## config.mk

```make
export PLATFORM = sky130hd
export DESIGN_NAME = aon_gpio_irq
export DESIGN_NICKNAME = d
export VERILOG_FILES = /design/src/rtl/aon_gpio_pkg.sv /design/src/rtl/aon_gpio_rst_sync.sv /design/src/rtl/aon_gpio_in_sync.sv /design/src/rtl/aon_gpio_regs.sv /design/src/rtl/aon_gpio_irq_map.sv /design/src/rtl/aon_gpio_irq.sv
export SDC_FILE = /design/constraint.sdc
export NUM_CORES = 1
export LEC_CHECK = 0
export BUFFER_PORTS_ARGS = -buffer_cell sky130_fd_sc_hd__buf_2
export CAP_MARGIN = 20
export CORE_ASPECT_RATIO = 0.7
export CORE_UTILIZATION = 30
export CTS_BUF_LIST = sky130_fd_sc_hd__clkbuf_8
export CTS_CLUSTER_DIAMETER = 80
export DETAILED_ROUTE_END_ITERATION = 10
export SLEW_MARGIN = 20
export SYNTH_ARGS = -nofsm -noshare
export SYNTH_HDL_FRONTEND = slang
export SYNTH_HIERARCHICAL = 1
export SYNTH_SLANG_ARGS = --single-unit
```

## constraint.sdc

```tcl
create_clock -name clk -period 8.8 [get_ports clk]
set_input_delay 1.32 -clock clk [delete_from_list [all_inputs] [get_ports clk]]
set_output_delay 1.32 -clock clk [all_outputs]
set_load 0.005 [all_outputs]
```

## src/rtl/aon_gpio_pkg.sv

```systemverilog
package aon_gpio_pkg;

  localparam int unsigned BUS_W  = 32;
  localparam int unsigned ADDR_W = 12;

  // Byte addresses of the register words
  localparam logic [ADDR_W-1:0] ADR_POLARITY = 12'h290;
  localparam logic [ADDR_W-1:0] ADR_FUNCSEL  = 12'h294;
  localparam logic [ADDR_W-1:0] ADR_DRV_EN   = 12'h29C;
  localparam logic [ADDR_W-1:0] ADR_DRV_VAL  = 12'h2A0;
  localparam logic [ADDR_W-1:0] ADR_PIN_LVL  = 12'h2A4;

  typedef enum logic [2:0] {
    RSEL_NONE,
    RSEL_POLARITY,
    RSEL_FUNCSEL,
    RSEL_DRV_EN,
    RSEL_DRV_VAL,
    RSEL_PIN_LVL
  } reg_sel_e;

  function automatic reg_sel_e decode_addr(input logic [ADDR_W-1:0] a);
    reg_sel_e s;
    s = RSEL_NONE;
    if (a == ADR_POLARITY) s = RSEL_POLARITY;
    if (a == ADR_FUNCSEL)  s = RSEL_FUNCSEL;
    if (a == ADR_DRV_EN)   s = RSEL_DRV_EN;
    if (a == ADR_DRV_VAL)  s = RSEL_DRV_VAL;
    if (a == ADR_PIN_LVL)  s = RSEL_PIN_LVL;
    return s;
  endfunction

endpackage

```

## src/rtl/aon_gpio_rst_sync.sv

```systemverilog
module aon_gpio_rst_sync (
  input  logic clk,
  input  logic rst_ni,
  output logic rst_no
);

  logic [1:0] stage_q;

  always_ff @(posedge clk or negedge rst_ni) begin
    if (!rst_ni) begin
      stage_q <= 2'b00;
    end else begin
      stage_q <= {stage_q[0], 1'b1};
    end
  end

  assign rst_no = stage_q[1];

endmodule

```

## src/rtl/aon_gpio_in_sync.sv

```systemverilog
module aon_gpio_in_sync #(
  parameter int unsigned WIDTH = 22
) (
  input  logic             clk,
  input  logic             rst_n,
  input  logic [WIDTH-1:0] async_i,
  output logic [WIDTH-1:0] sync_o
);

  logic [WIDTH-1:0] meta_q;
  logic [WIDTH-1:0] stable_q;

  always_ff @(posedge clk or negedge rst_n) begin
    if (!rst_n) begin
      meta_q   <= '0;
      stable_q <= '0;
    end else begin
      meta_q   <= async_i;
      stable_q <= meta_q;
    end
  end

  assign sync_o = stable_q;

endmodule

```

## src/rtl/aon_gpio_regs.sv

```systemverilog
module aon_gpio_regs
  import aon_gpio_pkg::*;
#(
  parameter int unsigned NUM_PINS = 22,
  parameter int unsigned NUM_IRQ  = 6,
  parameter int unsigned IRQ_BASE = 8
) (
  input  logic              clk,
  input  logic              rst_n,
  input  logic              bus_sel,
  input  logic              bus_wr,
  input  logic [ADDR_W-1:0] bus_addr,
  input  logic [BUS_W-1:0]  bus_wdata,
  output logic [BUS_W-1:0]  bus_rdata,
  input  logic [NUM_PINS-1:0] pin_lvl_i,
  output logic [NUM_PINS-1:0] drv_en_o,
  output logic [NUM_PINS-1:0] drv_val_o,
  output logic [NUM_IRQ-1:0]  polarity_o,
  output logic [NUM_IRQ-1:0]  line_en_o
);

  reg_sel_e sel;

  logic [NUM_IRQ-1:0]  polarity_q, polarity_d;
  logic [BUS_W-1:0]    funcsel_q,  funcsel_d;
  logic [NUM_PINS-1:0] drv_en_q,   drv_en_d;
  logic [NUM_PINS-1:0] drv_val_q,  drv_val_d;

  logic we_polarity, we_funcsel, we_drv_en, we_drv_val;

  assign sel = decode_addr(bus_addr);

  // Clock enables, one per stored register
  always_comb begin
    we_polarity = bus_sel && bus_wr && (sel == RSEL_POLARITY);
    we_funcsel  = bus_sel && bus_wr && (sel == RSEL_FUNCSEL);
    we_drv_en   = bus_sel && bus_wr && (sel == RSEL_DRV_EN);
    we_drv_val  = bus_sel && bus_wr && (sel == RSEL_DRV_VAL);
  end

  // Next-state values
  always_comb begin
    polarity_d = we_polarity ? bus_wdata[NUM_IRQ-1:0]  : polarity_q;
    funcsel_d  = we_funcsel  ? bus_wdata               : funcsel_q;
    drv_en_d   = we_drv_en   ? bus_wdata[NUM_PINS-1:0] : drv_en_q;
    drv_val_d  = we_drv_val  ? bus_wdata[NUM_PINS-1:0] : drv_val_q;
  end

  always_ff @(posedge clk or negedge rst_n) begin
    if (!rst_n) begin
      polarity_q <= '0;
      funcsel_q  <= '0;
      drv_en_q   <= '0;
      drv_val_q  <= '0;
    end else begin
      polarity_q <= polarity_d;
      funcsel_q  <= funcsel_d;
      drv_en_q   <= drv_en_d;
      drv_val_q  <= drv_val_d;
    end
  end

  // Read path, same-cycle
  always_comb begin
    bus_rdata = '0;
    if (bus_sel && !bus_wr) begin
      case (sel)
        RSEL_POLARITY: bus_rdata[NUM_IRQ-1:0]  = polarity_q;
        RSEL_FUNCSEL:  bus_rdata               = funcsel_q;
        RSEL_DRV_EN:   bus_rdata[NUM_PINS-1:0] = drv_en_q;
        RSEL_DRV_VAL:  bus_rdata[NUM_PINS-1:0] = drv_val_q;
        RSEL_PIN_LVL:  bus_rdata[NUM_PINS-1:0] = pin_lvl_i;
        default:       bus_rdata               = '0;
      endcase
    end
  end

  // Pick out the interrupt-enable bit of each window pin
  for (genvar n = 0; n < NUM_IRQ; n++) begin : g_line_en
    localparam int unsigned PIN = IRQ_BASE + n;
    localparam int unsigned FB  = (2 * PIN) % BUS_W;
    assign line_en_o[n] = funcsel_q[FB];
  end

  assign drv_en_o   = drv_en_q;
  assign drv_val_o  = drv_val_q;
  assign polarity_o = polarity_q;

endmodule

```

## src/rtl/aon_gpio_irq_map.sv

```systemverilog
module aon_gpio_irq_map #(
  parameter int unsigned NUM_IRQ = 6
) (
  input  logic               clk,
  input  logic               rst_n,
  input  logic [NUM_IRQ-1:0] win_lvl_i,
  input  logic [NUM_IRQ-1:0] line_en_i,
  input  logic [NUM_IRQ-1:0] polarity_i,
  output logic [NUM_IRQ-1:0] irq_o
);

  logic [NUM_IRQ-1:0] irq_d;
  logic [NUM_IRQ-1:0] irq_q;

  for (genvar n = 0; n < NUM_IRQ; n++) begin : g_line
    // Match of pin level with programmed sense gives an active-high request
    always_comb begin
      irq_d[n] = line_en_i[n] & ~(win_lvl_i[n] ^ polarity_i[n]);
    end
  end

  always_ff @(posedge clk or negedge rst_n) begin
    if (!rst_n) begin
      irq_q <= '0;
    end else begin
      irq_q <= irq_d;
    end
  end

  assign irq_o = irq_q;

endmodule

```

## src/rtl/aon_gpio_irq.sv

```systemverilog
module aon_gpio_irq
  import aon_gpio_pkg::*;
#(
  parameter int unsigned NUM_PINS = 22,
  parameter int unsigned NUM_IRQ  = 6,
  parameter int unsigned IRQ_BASE = 8
) (
  input  logic                clk,
  input  logic                rst_n,
  input  logic                bus_sel,
  input  logic                bus_wr,
  input  logic [11:0]         bus_addr,
  input  logic [31:0]         bus_wdata,
  output logic [31:0]         bus_rdata,
  input  logic [NUM_PINS-1:0] pad_in,
  output logic [NUM_PINS-1:0] pad_out,
  output logic [NUM_PINS-1:0] pad_oe,
  output logic [NUM_IRQ-1:0]  irq_out
);

  localparam int unsigned WIN_LO = IRQ_BASE;
  localparam int unsigned WIN_HI = IRQ_BASE + NUM_IRQ - 1;

  logic                rst_sync_n;
  logic [NUM_PINS-1:0] pin_sync;
  logic [NUM_PINS-1:0] drv_en;
  logic [NUM_PINS-1:0] drv_val;
  logic [NUM_IRQ-1:0]  polarity;
  logic [NUM_IRQ-1:0]  line_en;

  aon_gpio_rst_sync u_rst (
    .clk    (clk),
    .rst_ni (rst_n),
    .rst_no (rst_sync_n)
  );

  aon_gpio_in_sync #(.WIDTH(NUM_PINS)) u_sync (
    .clk     (clk),
    .rst_n   (rst_sync_n),
    .async_i (pad_in),
    .sync_o  (pin_sync)
  );

  aon_gpio_regs #(
    .NUM_PINS (NUM_PINS),
    .NUM_IRQ  (NUM_IRQ),
    .IRQ_BASE (IRQ_BASE)
  ) u_regs (
    .clk        (clk),
    .rst_n      (rst_sync_n),
    .bus_sel    (bus_sel),
    .bus_wr     (bus_wr),
    .bus_addr   (bus_addr),
    .bus_wdata  (bus_wdata),
    .bus_rdata  (bus_rdata),
    .pin_lvl_i  (pin_sync),
    .drv_en_o   (drv_en),
    .drv_val_o  (drv_val),
    .polarity_o (polarity),
    .line_en_o  (line_en)
  );

  aon_gpio_irq_map #(.NUM_IRQ(NUM_IRQ)) u_irq (
    .clk        (clk),
    .rst_n      (rst_sync_n),
    .win_lvl_i  (pin_sync[WIN_HI:WIN_LO]),
    .line_en_i  (line_en),
    .polarity_i (polarity),
    .irq_o      (irq_out)
  );

  assign pad_oe  = drv_en;
  assign pad_out = drv_val & drv_en;

endmodule

```

==> run metrics, run 1 <==
post-route ant nets 0; number of setup buffers added after CTS 0; slew margin rel. 37.0%; Levels on crit path 5; switching power roughly 280 µW; Area growth syn-to-layout 22.4%; outcome finished clean; die height between 100 and 150 µm; Final GP Congestion 0.731; Total Wirelength ~15000 µm; WL per Instance between 15 and 20 µm; vias per cell 4.55; cell family with most CP delay simple AND/OR/NAND/NOR gates; post-route cell area 7260 µm²; Comb power frac under 10%; Reg power frac 49.9%; nature of the critical path endpoint output port; Reg2Reg Setup Slack 6.98 ns; Mapped Avg Cell Area ~15 µm²; CORE AREA around 19000 µm²; # hold bufs at CTS 0; synth warn 6; Final setup viols 0; initial detailed-routing violation count ~180; crit path kind input pin to output port; VDD IR max between 80 and 90 µV; flops & latches, synth about 130; H-tree levels 4; critical path arrival 3.67 ns; PD cells 176 nW/µm²; clock tree buffer depth 2; HP Start u_sync/meta_q[15]$_DFF_PN0_; crit share post-route 56.7%; PortBufs around 150; R2R depth 1; Reg2Reg Capture Point u_regs/drv_val_o[5]$_DFFE_PN0P_; Root Driver clkbuf_8; Initial Util about 31%; final total negative setup slack 0 ns; worst path bufs/invs 2; Clock Pin Slew Worst Setup and Hold Paths roughly 0.070 ns; die width 170 µm; clk sink count roughly 130; post-cts gate resize count 0; gr usage total between 15 and 20%; RSZ-0062 raised after global routing no; Critical Path Start Type input pin; Clock Power Share around 46%; Fin. Hold Viols 0; min Tclk post-route between 4 and 5 ns; Crit path required time ~7.5 ns; fmax roughly 200 MHz; Synth Instances around 410; Row Count 42; hpwl dp roughly 10000 µm; nets around 620; static leakage 0.00365 µW; Post-Syn Nets approximately 480; Clk Latency, worst-skew pair approximately 0.44 ns; max-cap violation count 0; hold path depth 0; Post-synth ARST share 100%; RR Startpoint u_rst/stage_q[1]$_DFF_PN0_; CTS tree yes; largest net degree at the start of global routing 70; Net Sw Frac 22.3%; drt pass-1 iters 4; post-synthesis sequential area ratio 56.5%; DR vias 3780; vias in the first global route just over 4000; Hold WC Path Type register to register; CP max FO 31; Ports between 150 and 200; antenna violations before repair 1; top_reg_cell synth dfrtp_1; fin. max-slew vios 0; Hold Path Sink u_sync/sync_o[15]$_DFF_PN0_; antenna cell count 0; measured slew at the worst slew-check pin around 0.94 ns; max incr delay on CP a little over 0.9 ns; die area 20400 µm²; DP Area 6810 µm²; Mapped Area 5930 µm²; most frequent CP cell buf_2; crit path cell chain buf_2 -> nand3_1 -> o22a_1 -> nor2_1 -> buf_2; grt ovf 0; Synth cell types 33; CTS Buf Count 17; number of synthesized flops with an enable pin 0; Final Skew around 0.014 ns; layout cells sized above 1 about half; Int Pwr roughly 1000 µW; DRC errors left 0; slowest CP cell nand3_1; first-pass GRT wire length around 23000 µm
[worst max-delay path by stage]
| stage | from | to |
|---|---|---|
| 2_1_floorplan | u_rst/stage_q[1]$_DFF_PN0_ | u_irq/irq_o[0]$_DFF_PN0_ |
| 3_3_place_gp | bus_addr[2] | bus_rdata[21] |
| 3_5_place_dp | bus_addr[2] | bus_rdata[21] |
| 4_1_cts | bus_addr[2] | bus_rdata[21] |
| 5_1_grt | bus_addr[2] | bus_rdata[21] |
| 6_report | bus_addr[2] | bus_rdata[21] |
[final cells by class]
class                   count  area [µm²]
repair buffers            153         771
clock buffers              18         248
clock inverters            14         208
multi-input cells         247        2350
well taps                 264         330
fillers                  1883       11900
flip-flops and latches    134        3360
[Yosys cell counts (all sizes together) (3+ instances only)]
cell type  instances  area [µm²]
a22oi              6        45.0
and3               3        18.8
a221oi             6        52.6
xnor2              7        61.3
nand2              6        22.5
nor2              20        75.1
buf               22         224
nand3              3        15.0
o22a              16         140
and2              38         238
a211o              6        52.6
mux2              82        1110
mux2i             32         320
clkbuf             5        18.8
dfrtp            134        3350
a21oi              6        30.0
[metal layers]
| metal | share of wire, % | wire (µm) | global-route usage [%] | vias up |
|---|---|---|---|---|
| li1 | - | - | - | 1721 |
| met1 | 47 | 6970 | 20.1 | 1926 |
| met2 | 46 | 6860 | 24.3 | 116 |
| met3 | 6.2 | 921 | 5.08 | 15 |
| met4 | 1.0 | 150 | 3.94 | 2 |
| met5 | 0.067 | 10 | 0 | - |
[through the flow]
| step | total power, µW | utilization (%) | instances | setup WS, ns | hold WS [ns] |
|---|---|---|---|---|---|
| after floorplan | 672 | - | 408 | 4.79 | 0.331 |
| after global placement | 701 | 35.6 | 798 | 3.87 | 0.332 |
| final | 1280 | 38.0 | 830 | 3.81 | 0.351 |
| after global routing | 1330 | 38.0 | 830 | 3.65 | 0.360 |
| after detailed placement | 704 | 35.6 | 798 | 3.80 | 0.336 |
| after CTS | 1300 | 38.0 | 830 | 3.81 | 0.354 |
[power by group through the flow]
stage          clock network [µW]  logic [µW]  registers, µW
6_report                      588        52.4            637
5_1_grt                       632        57.9            640
4_1_cts                       608        53.4            638
3_5_place_dp                    0        53.1            651
3_3_place_gp                    0        51.6            650
2_1_floorplan                   0        21.2            651
[state kept, by name, indices dropped and copies added (netlist names)]
| signal | flops |
|---|---|
| u_regs/funcsel_q | 32 |
| u_rst/stage_q | 2 |
| u_regs/drv_en_o | 22 |
| u_irq/irq_o | 6 |
| u_sync/meta_q | 22 |
| u_regs/polarity_o | 6 |
| u_regs/drv_val_o | 22 |
| u_sync/sync_o | 22 |
[cells by family (layout without fill, tap and decap cells)]
logic type                Yosys count  in the layout  share of synthesized area [%]
muxes                             114            114                           24.1
other                               1              1                         0.0632
and+or+nand+nor                    83             83                           8.62
DFF                               134            134                           56.5
AOI/OAI and AO/OA                  42             42                           5.57
xor gates and xnor gates            7              7                           1.03
buffers and inverters              27            185                           4.09
[placed cells by master, fill, tap and decap left out, types with 3 or more instances in the layout]
cell type / count
xnor2_1: 7
nor2_1: 19
nand3_1: 3
nand2_1: 6
clkinvlp_4: 3
mux2_4: 50
a221oi_1: 6
a211o_1: 6
o22a_1: 16
dfrtp_1: 133
buf_2: 151
a21oi_1: 6
and2_1: 38
bufinv_16: 5
mux2i_1: 32
a22oi_1: 6
mux2_2: 32
clkbuf_8: 18
Power figures use the tool's default switching activity.
==> run 2, diff against run 1 <==
- clock period: 8.8 -> 4.45 ns (I/O delays scaled with it)
==> run 2 against run 1 <==
  * Cell area shrank 0.26%
  * Register-to-register slack got worse by 3.9 ns
  * Clock power is 72% higher
  * Clock skew down 0.0047 ns
  * Die area unchanged
  * Sequential power rose by 98%
  * Count of clock-buffer cells in the layout grew 1
  * Worst setup slack got worse by 2.9 ns
  * Critical path type unchanged
  * Largest power group unchanged
==> run metrics, run 2 (same netlist as run 1, synthesis figures left out) <==
WL per Instance 17.9 µm (-0.55%); slew margin rel. 36.3% (-0.69 points); DR vias 3751 (-0.77%); CTS tree yes; post-cts gate resize count 0 (unchanged); Clock Power Share 42.5% (-3.5 points); min Tclk post-route 3.52 ns; fin. max-slew vios 0 (unchanged); clk sink count 134 (unchanged); most frequent CP cell buf_2; Reg2Reg Setup Slack 3.08 ns (-3.90 ns); first-pass GRT wire length 23300 µm (+0.39%); max incr delay on CP 0.74 ns (-0.19 ns); Crit path required time 3.78 ns (-3.70 ns); crit path kind input pin to output port; Final setup viols 0 (unchanged); max FFs per register 32 (unchanged); die width 170 µm (unchanged); Root Driver clkbuf_8; Clock Pin Slew Worst Setup and Hold Paths 0.08 ns (about the same); Initial Util 31.0% (unchanged); outcome finished clean; slowest CP cell nand3_1; Reg power frac 53.0% (+3.1 points); Comb power frac 4.5% (+0.4 points); DRC errors left 0 (unchanged); crit path to bus_rdata[18]; Final Skew 0.00955 ns (-0.00468 ns); vias per cell 4.51 (-1.0%); critical path arrival 2.86 ns (-0.81 ns); Row Count 42 (unchanged); measured slew at the worst slew-check pin 0.952 ns (+0.00771 ns); RR Startpoint u_rst/stage_q[1]$_DFF_PN0_; nets 625 (+0.32%); nature of the critical path endpoint output port; die height 120 µm (unchanged); most frequent cells in the layout 151 x buf_2, 133 x dfrtp_1, 50 x mux2_4; hpwl dp 10300 µm (+1.6%); Int Pwr 1810 µW (+82%); PD cells 328 nW/µm² (+87%); Fin. Hold Viols 0 (unchanged); CP max FO 21 (-32%); die area 20400 µm² (unchanged); Critical Path Start Type input pin; DR WL met3 1010 µm (+9.3%); Area growth syn-to-layout 22.1%; Reg2Reg Capture Point u_regs/drv_en_o[18]$_DFFE_PN0P_; Ports 152 (unchanged); static leakage 0.00363 µW (-0.56%); Net Sw Frac 23.9% (+1.6 points); max-cap violation count 0 (unchanged); Hold WC Path Type input pin to register; RSZ-0062 raised after global routing no; H-tree levels 4 (unchanged); CORE AREA 19100 µm² (unchanged); initial detailed-routing violation count 216 (+18%); Clk Latency, worst-skew pair 0.44 ns (about the same); Total Wirelength 14900 µm (-0.31%); grt ovf 0 (unchanged); layout cells sized above 1 48.3% (+0.091 points); PortBufs 151 (unchanged); Final GP Congestion 0.800 (+9.5%); Reg with most FFs u_regs/funcsel_q; crit share post-route roughly four fifths; clock tree buffer depth 2 (unchanged); drt pass-1 iters 4 (unchanged); largest net degree at the start of global routing 70 (unchanged); final total negative setup slack 0 ns (unchanged); Non-Filler Instances 832 (+0.24%); R2R depth 1 (unchanged); switching power 568 µW (+100%); crit path cell chain buf_2 -> buf_4 -> nand3_1 -> o22a_1 -> nor2_1 -> buf_2; vias in the first global route 3955 (-2.9%); post-route ant nets 0 (unchanged); DRT met1 WL 7150 µm (+2.5%); commonest non-fill, non-tap cell in the layout buf_2; antenna violations before repair 1 (unchanged); fmax ~280 MHz; gr usage total 15.5% (+0.12 points); CTS Buf Count 17 (unchanged); Placed Cells incl. Taps 799 (+0.13%); VDD IR max 173 µV (+110%); top routing layer used met4; fillers 1884 (+0.053%); WL met2 6560 µm (-4.3%); CP Launch Point bus_addr[2]
[run 2: cell count changes in the layout (fill, tap and decap cells not counted)]
cell	change
bufinv_16	-3
buf_12	+2
clkinv_4	+2
buf_4	-1
clkbuf_8	+1
clkinvlp_4	+1
diode_2	+1
dlygate4sd3_1	+1
inv_1	-1
inv_6	-1
[run 2: worst min path at each step]
stage                                 from                           to  slack (ns)  cells past startpoint
4_1_cts                         pad_in[13]  u_sync/meta_q[13]$_DFF_PN0_        0.29                      1
3_5_place_dp   u_sync/meta_q[19]$_DFF_PN0_  u_sync/sync_o[19]$_DFF_PN0_        0.33                      0
3_3_place_gp    u_rst/stage_q[0]$_DFF_PN0_   u_rst/stage_q[1]$_DFF_PN0_        0.33                      0
2_1_floorplan   u_rst/stage_q[0]$_DFF_PN0_   u_rst/stage_q[1]$_DFF_PN0_        0.33                      0
6_report                        pad_in[13]  u_sync/meta_q[13]$_DFF_PN0_        0.32                      1
5_1_grt                         pad_in[13]  u_sync/meta_q[13]$_DFF_PN0_        0.28                      1
[run 2: timing repair]
action                    CTS  global route
hold buffers                1             0
hold endpoints to repair    2             0
setup buffers               0             0
[run 2: worst max-delay path, delay by kind of cell]
kind | cells | cell delay, ns
AOI/OAI and AO/OA | 1 | 0.41
buffers and inverters | 3 | 0.89
and+or+nand+nor | 2 | 0.86
[run 2: metrics by stage]
stage	power (µW)	hold WS (ns)	utilization, %	worst slack (ns)	instance area, µm²
after floorplan	1330	0.331	-	0.440	5930
after global placement	1390	0.334	35.8	0.968	6840
after detailed placement	1390	0.335	35.8	0.908	6840
after CTS	2410	0.288	37.9	0.902	7240
after global routing	2480	0.276	37.9	0.785	7240
final	2380	0.322	37.9	0.925	7240
[run 2: cell type report]
cell class / count / area [µm²] / area share [%]
Antenna cell: 1 / 2.50 / 0.0345
Clock buffer: 19 / 262 / 3.61
Clock inverter: 12 / 130 / 1.80
Multi-Input combinational cell: 247 / 2350 / 32.4
Sequential cell: 134 / 3360 / 46.3
Tap cell: 264 / 330 / 4.56
Timing Repair Buffer: 155 / 813 / 11.2
[run 2: power by group through the flow]
| stage | sequential [µW] | clock, µW | combinational (µW) |
|---|---|---|---|
| finish | 1260 | 1010 | 107 |
| detailed placement | 1290 | 0 | 108 |
| global placement | 1290 | 0 | 105 |
| global route | 1270 | 1100 | 118 |
| floorplan | 1290 | 0 | 41.9 |
| CTS | 1260 | 1040 | 109 |
[run 2: routing by layer]
| metal | vias up | GRT usage (%) |
|---|---|---|
| met3 | 12 | 4.91 |
| li1 | 1735 | - |
| met4 | 0 | 4.79 |
| met2 | 118 | 23.0 |
| met5 | - | 0 |
| met1 | 1886 | 21.3 |
==> run 3, diff against run 2 <==
- clock period: 4.45 -> 2.9 ns (I/O delays scaled with it)
==> run 3 against run 2 <==
  * First-iteration DRC count is 4.6% higher
  * Combinational power rose by 64%
  * Register-to-register slack lost 1.4 ns
  * Power grew 57%
  * Global-route usage rose by 0.49 points
  * Final cell count increased by 1.6%
  * Flip-flop and latch count did not move
  * Largest power group unchanged
==> run metrics, run 3 (same netlist as run 1, synthesis figures left out) <==
Int Pwr 2880 µW (+59%); clock tree buffer depth 2 (unchanged); measured slew at the worst slew-check pin 0.615 ns (-0.338 ns); PortBufs 151 (unchanged); top routing layer used met4; clk sink count 134 (unchanged); Final GP Congestion 0.746 (-6.8%); Final Skew 0.00848 ns (-0.00107 ns); fin. max-slew vios 0 (unchanged); die height 120 µm (unchanged); Hold WC Path Type input pin to register; post-route ant nets 0 (unchanged); die area 20400 µm² (unchanged); Comb power frac 4.7% (+0.2 points); Initial Util 31.0% (unchanged); slew margin rel. 59.0% (+23 points); final worst slack 0.374 ns (-0.551 ns); Fin. Hold Viols 0 (unchanged); WL met2 7150 µm (+9.0%); RSZ-0062 raised after global routing no; crit path kind input pin to output port; Clk Latency, worst-skew pair 0.44 ns (about the same); static leakage 0.00373 µW (+2.7%); pre-CTS WS 0.402 ns (-0.506 ns); antenna cell count 0 (-1); initial detailed-routing violation count 226 (+4.6%); CP max FO 10 (-52%); layout cells sized above 1 49.1% (+0.73 points); Area growth syn-to-layout 24.1%; drt pass-1 iters 4 (unchanged); # hold bufs at CTS 1 (unchanged); max-cap violation count 0 (unchanged); fillers 1900 (+0.85%); Net Sw Frac 22.7% (-1.2 points); DR vias 3812 (+1.6%); largest net degree at the start of global routing 59 (-16%); crit share post-route roughly 87%; Critical Path Start Type input pin; DR WL met3 871 µm (-14%); hpwl dp 10500 µm (+1.7%); H-tree levels 4 (unchanged); nets 638 (+2.1%); vias in the first global route 4177 (+5.6%); fmax 396 MHz; PD cells 506 nW/µm² (+54%); Clock Pin Slew Worst Setup and Hold Paths 0.08 ns (about the same); Root Driver clkbuf_8; Reg with most FFs u_regs/funcsel_q; VDD IR max 203 µV (+18%); DRT met1 WL 6990 µm (-2.2%); most frequent cells in the layout 151 x buf_2, 133 x dfrtp_1, 50 x mux2_4; first-pass GRT wire length 24000 µm (+3.0%); Clock Power Share 43.6% (+1.1 points); Final setup viols 0 (unchanged); switching power 846 µW (+49%); Total Wirelength 15200 µm (+2.1%); WL per Instance 18.0 µm (+0.51%); Reg power frac 51.7% (-1.3 points); nature of the critical path endpoint output port; Crit path required time 2.47 ns (-1.31 ns); CORE AREA 19100 µm² (unchanged); number of setup buffers added after CTS 0 (unchanged); outcome finished clean; Ports 152 (unchanged); max FFs per register 32 (unchanged); die width 170 µm (unchanged); min Tclk post-route about 2.5 ns; gr usage total 15.9% (+0.49 points); DRC errors left 0 (unchanged); CTS Buf Count 17 (unchanged); grt ovf 0 (unchanged); CTS tree yes; antenna violations before repair 0 (-1); vias per cell 4.51 (about the same); commonest non-fill, non-tap cell in the layout buf_2; critical path arrival 2.09 ns (-0.77 ns); Row Count 42 (unchanged); post-cts gate resize count 0 (unchanged); final total negative setup slack 0 ns (unchanged)
==> run 3: cell count changes in the layout (fill, tap and decap cells not counted) <==
cell | previous run | this run
nor2_4 | 1 | 0
clkinv_2 | 2 | 3
bufinv_16 | 2 | 3
buf_4 | 1 | 13
clkinv_4 | 2 | 1
buf_12 | 2 | 3
diode_2 | 1 | 0
inv_1 | 1 | 4
clkinvlp_4 | 4 | 1
inv_6 | 1 | 0
clkbuf_8 | 19 | 20
nor2_2 | 0 | 1
==> run 3: final cells by class <==
type	count	area (µm²)	share of cell area (%)
Clock inverter	12	136	1.85
Timing Repair Buffer	168	923	12.5
Multi-Input combinational cell	247	2340	31.8
Tap cell	264	330	4.48
Clock buffer	20	275	3.74
Sequential cell	134	3360	45.6
==> run 3: stage by stage <==
stage	instances	hold slack (ns)	power [µW]	cell area (µm²)	util, %
global route	845	0.0479	3890	7370	38.5
detailed placement	812	0.228	2140	6940	36.3
CTS	845	0.0535	3790	7370	38.5
floorplan	408	0.139	2040	5940	-
finish	845	0.0894	3730	7370	38.5
global placement	812	0.220	2140	6940	36.3
==> run 3: routing by layer <==
metal / up-vias / global-route usage, %
met5: - / 0
met4: 0 / 5.01
met3: 13 / 4.68
met2: 116 / 25.4
met1: 1924 / 20.8
li1: 1759 / -
==> run 3: final timing paths <==
kind                       slack, ns  cells past startpoint                  startpoint                          end
max                             0.37                      6                 bus_addr[8]                bus_rdata[31]
min                             0.09                      1                  pad_in[15]  u_sync/meta_q[15]$_DFF_PN0_
max reg2reg                     1.71                      1  u_rst/stage_q[1]$_DFF_PN0_   u_sync/meta_q[3]$_DFF_PN0_
min reg2reg                     0.35                      0  u_rst/stage_q[1]$_DFF_PN0_  u_sync/meta_q[21]$_DFF_PN0_
max in group asynchronous       1.71                      1  u_rst/stage_q[1]$_DFF_PN0_   u_sync/meta_q[3]$_DFF_PN0_
min in group asynchronous       0.31                      2                       rst_n   u_rst/stage_q[0]$_DFF_PN0_
==> run 3: worst max-delay path, cell delays in order <==
cell and delay [ns]:
buf_2 0.10, nor4bb_1 0.54, and3_1 0.31, and3b_1 0.41
and2_1 0.19, buf_2 0.11
==> run 3: power groups by stage <==
stage | logic (µW) | clock network, µW | registers [µW]
floorplan | 64.3 | 0 | 1970
global placement | 171 | 0 | 1970
detailed placement | 177 | 0 | 1970
CTS | 178 | 1680 | 1930
global route | 194 | 1760 | 1930
finish | 175 | 1630 | 1930
